## src/rtl/dcdiv_pkg.sv

```systemverilog
package dcdiv_pkg;

    // Largest division exponent (2^5 = 32).
    localparam int MAX_LOG2 = 5;
    // The shared counter covers exactly the largest period.
    localparam int CNT_W    = MAX_LOG2;
    localparam int CODE_W   = 3;
    localparam int NUM_OUT  = 2;
    localparam int SEL_W    = NUM_OUT * CODE_W;

    typedef logic [CODE_W-1:0] code_t;
    typedef logic [CNT_W-1:0]  cnt_t;

    // Video code occupies the upper field, shift code the lower field.
    typedef struct packed {
        code_t video;
        code_t shift;
    } sel_t;

    typedef struct packed {
        logic lvl;
        logic ce;
    } tap_t;

    localparam sel_t HOLD_PATTERN = '{video: 3'b110, shift: 3'b110};

    function automatic logic is_hold(sel_t s);
        return s.video[2] & s.video[1] & s.shift[2] & s.shift[1];
    endfunction

    function automatic logic code_ok(code_t c);
        return int'(c) <= MAX_LOG2;
    endfunction

    function automatic cnt_t low_ones(int j);
        return cnt_t'((1 << j) - 1);
    endfunction

endpackage

```

## src/rtl/dcdiv_selreg.sv

```systemverilog
module dcdiv_selreg
    import dcdiv_pkg::*;
(
    input  logic clk,
    input  logic rst,
    input  logic wr_en,
    input  sel_t wr_sel,
    output sel_t sel_q
);

    always_ff @(posedge clk) begin
        if (rst)
            sel_q <= HOLD_PATTERN;
        else if (wr_en)
            sel_q <= wr_sel;
    end

endmodule

```

## src/rtl/dcdiv_counter.sv

```systemverilog
module dcdiv_counter
    import dcdiv_pkg::*;
#(
    parameter int WIDTH = CNT_W
) (
    input  logic             clk,
    input  logic             rst,
    input  logic             hold,
    output logic [WIDTH-1:0] cnt
);

    always_ff @(posedge clk) begin
        if (rst || hold)
            cnt <= '0;
        else
            cnt <= cnt + 1'b1;
    end

endmodule

```

## src/rtl/dcdiv_tap.sv

```systemverilog
module dcdiv_tap
    import dcdiv_pkg::*;
#(
    parameter int LOG2_LIMIT = MAX_LOG2
) (
    input  code_t code,
    input  cnt_t  cnt,
    output tap_t  tap
);

    always_comb begin
        tap = '0;
        if (int'(code) <= LOG2_LIMIT) begin
            if (code == '0) begin
                tap.lvl = 1'b1;
                tap.ce  = 1'b1;
            end else begin
                for (int k = 1; k <= LOG2_LIMIT; k++) begin
                    if (int'(code) == k) begin
                        tap.lvl = cnt[k-1];
                        tap.ce  = !cnt[k-1] &&
                                  ((cnt & low_ones(k-1)) == low_ones(k-1));
                    end
                end
            end
        end
    end

endmodule

```

## src/rtl/dotclk_divider_pair.sv

```systemverilog
module dotclk_divider_pair
    import dcdiv_pkg::*;
(
    input  logic             clk,
    input  logic             rst,
    input  logic             wr_en,
    input  logic [SEL_W-1:0] wr_data,
    output logic             shift_lvl,
    output logic             shift_ce,
    output logic             video_lvl,
    output logic             video_ce
);

    sel_t  sel_q;
    cnt_t  cnt;
    logic  hold;
    code_t codes [NUM_OUT];
    tap_t  taps  [NUM_OUT];

    dcdiv_selreg u_sel (
        .clk    (clk),
        .rst    (rst),
        .wr_en  (wr_en),
        .wr_sel (sel_t'(wr_data)),
        .sel_q  (sel_q)
    );

    assign hold = is_hold(sel_q);

    dcdiv_counter #(.WIDTH(CNT_W)) u_cnt (
        .clk  (clk),
        .rst  (rst),
        .hold (hold),
        .cnt  (cnt)
    );

    assign codes[0] = sel_q.shift;
    assign codes[1] = sel_q.video;

    for (genvar g = 0; g < NUM_OUT; g++) begin : g_tap
        dcdiv_tap #(.LOG2_LIMIT(MAX_LOG2)) u_tap (
            .code (codes[g]),
            .cnt  (cnt),
            .tap  (taps[g])
        );
    end

    assign shift_lvl = taps[0].lvl;
    assign shift_ce  = taps[0].ce;
    assign video_lvl = taps[1].lvl;
    assign video_ce  = taps[1].ce;


    rst_quiet_chk: assert property (@(posedge clk)
        rst |=> !shift_lvl && !video_lvl && !shift_ce && !video_ce);


    hold_quiet_chk: assert property (@(posedge clk) disable iff (rst)
        hold |-> !shift_lvl && !video_lvl && !shift_ce && !video_ce);


    ce_leads_rise_chk: assert property (@(posedge clk) disable iff (rst)
        (shift_ce && !wr_en && sel_q.shift != '0 && code_ok(sel_q.shift))
        |=> $rose(shift_lvl));


    bad_code_low_chk: assert property (@(posedge clk) disable iff (rst)
        !code_ok(sel_q.shift) |-> !shift_lvl && !shift_ce);


    fall_align_chk: assert property (@(posedge clk) disable iff (rst)
        ($fell(video_lvl) && !$past(wr_en) && sel_q.shift != '0 &&
         code_ok(sel_q.video) && sel_q.video >= sel_q.shift)
        |-> $fell(shift_lvl));

endmodule

```

## config.mk

```make
export PLATFORM = sky130hd
export DESIGN_NAME = dotclk_divider_pair
export DESIGN_NICKNAME = d
export VERILOG_FILES = /design/src/rtl/dcdiv_pkg.sv /design/src/rtl/dcdiv_selreg.sv /design/src/rtl/dcdiv_counter.sv /design/src/rtl/dcdiv_tap.sv /design/src/rtl/dotclk_divider_pair.sv
export SDC_FILE = /design/constraint.sdc
export NUM_CORES = 1
export LEC_CHECK = 0
export BUFFER_PORTS_ARGS = -buffer_cell sky130_fd_sc_hd__buf_2
export CAP_MARGIN = 20
export CORE_AREA = 5 5 42 44
export CTS_CLUSTER_DIAMETER = 120
export DETAILED_ROUTE_END_ITERATION = 10
export DIE_AREA = 0 0 47 49
export GPL_TIMING_DRIVEN = 0
export PLACE_DENSITY = 0.71
export RECOVER_POWER = 25
export SLEW_MARGIN = 5
export SYNTH_ARGS = -nofsm -noshare
export SYNTH_HDL_FRONTEND = slang
export SYNTH_HIERARCHICAL = 1
export SYNTH_SLANG_ARGS = --single-unit
```

## constraint.sdc

```tcl
create_clock -name clk -period 2.1 [get_ports clk]
set_input_delay 0.42 -clock clk [delete_from_list [all_inputs] [get_ports clk]]
set_output_delay 0.42 -clock clk [all_outputs]
set_load 0.01 [all_outputs]
```

# Word level (Yosys, flattened, before mapping)
# Index checks and enable logic that the tools add are counted.
[totals]
mem_bits_rw = 0
register_bits = 11
latch_bits = 0
memories = 0
romBits = 0
output_inout_bits = 4
[op_classes]
eq_ne = 13
multipliers = 0
n_bitwise = 3
div = 0
n_shift = 0
n_reduce_logical = 12
order_cmp = 2
n_addsub = 1
n_mux = 14
[op_table]
columns = ["operator", "n"]
rows = [
  ["two-way mux 2 bit", 14],
  ["== test 3 bit (second input constant)", 9],
  ["== test 3 x 2 -> 1 bit (second input constant)", 2],
  ["less-or-equal comparator 3 bit (second input constant)", 2],
  ["logical NOT 3 bit", 2],
  ["adder 5 x 1 -> 5 bit (second input constant)", 1],
  ["logical NOT 1 bit", 5],
  ["== test 4 bit (second input constant)", 1],
  ["logical AND 1 bit", 4],
  ["bitwise AND 1 bit", 3],
  ["== test 2 bit (second input constant)", 1],
  ["logical OR 1 bit", 1],
]

# Logic depth before layout (Yosys ltp)
[depth]
depth_word = 8
ltp_mapped = 5

# Modules after synthesis
# Netlist, hierarchy kept.
[modules_own_cells]
columns = ["module", "area_per_inst_um2", "instances", "cells_each"]
rows = [
  ["dcdiv_selreg", 229.0, 1, 19],
  ["dcdiv_counter", 200.2, 1, 18],
  ["dcdiv_tap at g_tap[0].u_tap", 112.6, 1, 17],
  ["dcdiv_tap at g_tap[1].u_tap", 112.6, 1, 16],
  ["dotclk_divider_pair", 8.8, 1, 1],
]

# Least setup slack after synthesis
# No wires, ideal clock.
[synth_timing]
path_kind = "flip-flop to output port"
startpoint = "register u_cnt.cnt[0]"
endpoint = "output port video_ce"
path_slack_ps = 602
stages_incl_launch_ff = 3
arrival_ps = 1078
path_cell_list = "dfxtp_1 > inv_1 > o311ai_0"
[synth_via]
elab_chain_len = 8
[synth_lines]
columns = ["element", "line_no", "rtl"]
rows = [
  ["start, declared", "dcdiv_counter.sv:9", "output logic [WIDTH-1:0] cnt"],
  ["start signal, assigned", "dcdiv_counter.sv:16", "cnt <= cnt + 1'b1;"],
  ["logical NOT 1 bit", "dcdiv_tap.sv:21", "tap.ce = !cnt[k-1] &&"],
  ["two-way mux 2 bit (4 in series)", "dcdiv_tap.sv:19", "if (int'(code) == k) begin"],
  ["two-way mux 2 bit (*)", "dcdiv_tap.sv:19", ""],
  ["two-way mux 2 bit (*)", "dcdiv_tap.sv:14", "if (code == '0) begin"],
  ["two-way mux 2 bit (*)", "dcdiv_tap.sv:13", "if (int'(code) <= LOG2_LIMIT) begin"],
  ["end, declared", "dotclk_divider_pair.sv:11", "output logic video_ce"],
]
# Mark *: on every way between the ends. The rest lies on a longest branch, timed or not.

# Final worst setup path
[layout_timing]
startpoint = "register u_cnt.cnt[0]"
endpoint = "output port shift_lvl"
[layout_via]
elab_chain_len = 7
[layout_lines]
columns = ["element", "line_no", "rtl"]
rows = [
  ["two-way mux 2 bit (5 in series)", "dcdiv_tap.sv:19", ""],
  ["two-way mux 2 bit", "dcdiv_tap.sv:14", ""],
  ["two-way mux 2 bit", "dcdiv_tap.sv:13", ""],
  ["end, declared", "dotclk_divider_pair.sv:8", "output logic shift_lvl,"],
]
# No other way between the ends.

==> impl_metrics.toml <==
[outcome]
outcome = "finished, final reports clean"

[cells_and_area]
area_growth_pct = 14.91
drive_gt1_frac = 0.2791
n_antenna_cell = 0
fin_nets = 97
post-route-util = 0.5438
multi_input_area_um2 = 414.1
final_cell_mix = "buf_2, dfxtp_1, nor2_1"
fill_cells = 143
regArea_um2 = 220.2

[clock_tree]
cts_max_level = 1
path_clk_slew_ns = 0.06
postCtsHoldBufs = 0
cts_made_buffers = 3
clock_path_buffers = 2
cts_resized = 0
cts.sinks = 11
clock_latency_ns = 0.26
post_cts_buffers = 0
cts-root-buf = "clkbuf_4"
cts_tree = "done"

[floorplan]
row_count = 14
ios = 13
start_util = 0.4732
die_y_um = 49
core_area_um2 = 1401
dieArea_um2 = 2303
fp.dieW_um = 47

[global_route]
grt_pass1_vias = 548
grt_first_pass_wirelength_um = 2373
grt_overflow_total = 0
grtUsageTotal = 0.1366
grt_max_degree = 14
antenna_found_initial = 0

[power]
ir_drop_mv = 0.3605
p_total_mw = 0.4573
power.leakage_nw = 0.3255
power_density_nw_per_um2 = 600.1

[yosys]
avgSynthCellArea_um2 = 9.340
syn-instance-count = 71
yosysWarnings = 6
ys_seq_area_frac = 0.3321
synth-async-reset-ratio = 0
synth_cell_types = 34
syn_nets = 81
synth_edf_count = 0
synth-main-ff-cell = "dfxtp_1"
synth-seq-cells = 11
synth_area_um2 = 663.1

[worst_setup_path]
regToRegSetupSlack_ns = 0.77
crit_required_ns = 1.68
crit_arrival_ns = 1.47
cp-end-kind = "output port"
worst-path-max-fanout = 13
critPathKind = "reg2out"
critPathLaunchType = "register"

[timing]
fmax_mhz = 530.2
period_needed_ns = 1.886
tightest_slew_ns = 0.3996
holdWs_ns = 0.3622
finClkSkew_ns = 0.004583
drv_slew = 0
timing.final.crit_share = 0.8981
hold_violations = 0
relSlewSlack = 0.7332
fin_setup_tns_ns = 0
finalSetupViolations = 0
rsz0062_at_grt = "no"

[routing]
post_drt_wl_per_cell_um = 12.70
drcViolationCount = 0
drtIter0Drc = 15
firstDrtPassIters = 4
wirelength_um = 1295
ant_nets = 0
post_drt_via_cell_ratio = 5.686
via_count = 580

[placement]
place_congestion = 0.7078
io_buffers = 11
dp_hpwl_um = 910.8

[min_path]
hp-class = "in2reg"

[flow_run]
drv_cap = 0
[worst max-delay path, cell delays in order (launching register included)]
cell and delay [ns]:
dfxtp_1 0.56, nor2_1 0.09, a221o_1 0.37, o21ai_2 0.05, buf_2 0.13
[cell type report]
cell class,instances,share of cell area
multi-input combinational,56,0.5435
sequential,11,0.2890
timing repair buffer,11,0.07225
clock buffer,4,0.03448
tap,16,0.02627
buffer,2,0.02463
inverter,2,0.009852
[through the flow]
step,cells,worst slack [ns],area [µm²]
6_report,102,0.2140,762.0
5_1_grt,102,0.02114,762.0
4_1_cts,102,0.1889,764.5
3_5_place_dp,98,0.4842,738.2
3_3_place_gp,98,0.5069,738.2
2_1_floorplan,71,0.6019,663.1
[synth_stat cells, types with 2 or more instances]
library cell / n / area (µm²)
nor3b_1: 3 / 22.52
a31oi_1: 3 / 18.77
nor2_1: 6 / 22.52
nor3_1: 4 / 20.02
nand3_1: 2 / 10.01
o21ai_0: 3 / 15.01
inv_1: 2 / 7.510
and4b_1: 2 / 20.02
dfxtp_1: 11 / 220.2
nor2b_2: 4 / 35.03
a221o_1: 2 / 20.02
mux2i_1: 4 / 40.04
a211o_1: 4 / 35.03
[registers in the layout (all words and copies together) (netlist names)]
signal,count
u_cnt/cnt,5
u_sel/sel_q,6
[final timing paths]
check / start / to / cells after the start
max reg2reg: u_cnt/cnt[0] / u_cnt/cnt[4] / 3
max: u_cnt/cnt[0] / shift_lvl / 4
min: wr_data[5] / u_sel/sel_q[5] / 2
min reg2reg: u_sel/sel_q[0] / u_sel/sel_q[0] / 2
[layer usage]
metal  part of all wire  vias to the layer above  routed length [µm]  track usage
met5                  0                        -                   0            0
met4             0.0039                        0                   5      0.06452
met3              0.046                        2                  59      0.03690
met1               0.49                      256                 635       0.1897
met2               0.46                       12                 595       0.1900
li1                   -                      310                   -            -
[kinds of logic after synthesis]
kind of cell / after synthesis / share of synthesized area
simple gates: 30 / 0.2981
flops: 11 / 0.3321
buf+inv: 4 / 0.03963
mux: 6 / 0.09999
fa+ha+maj: 1 / 0.01886
compound gates: 18 / 0.1981
xor+xnor: 1 / 0.01321
[where the power goes]
group | switching (mW) | leakage, nW | internal [mW]
logic | 0.0333 | 0.220 | 0.0379
clock network | 0.0663 | 0.0150 | 0.0734
registers | 0.0256 | 0.0906 | 0.221
total | 0.125 | 0.326 | 0.332
(Power assumes the default switching activity.)
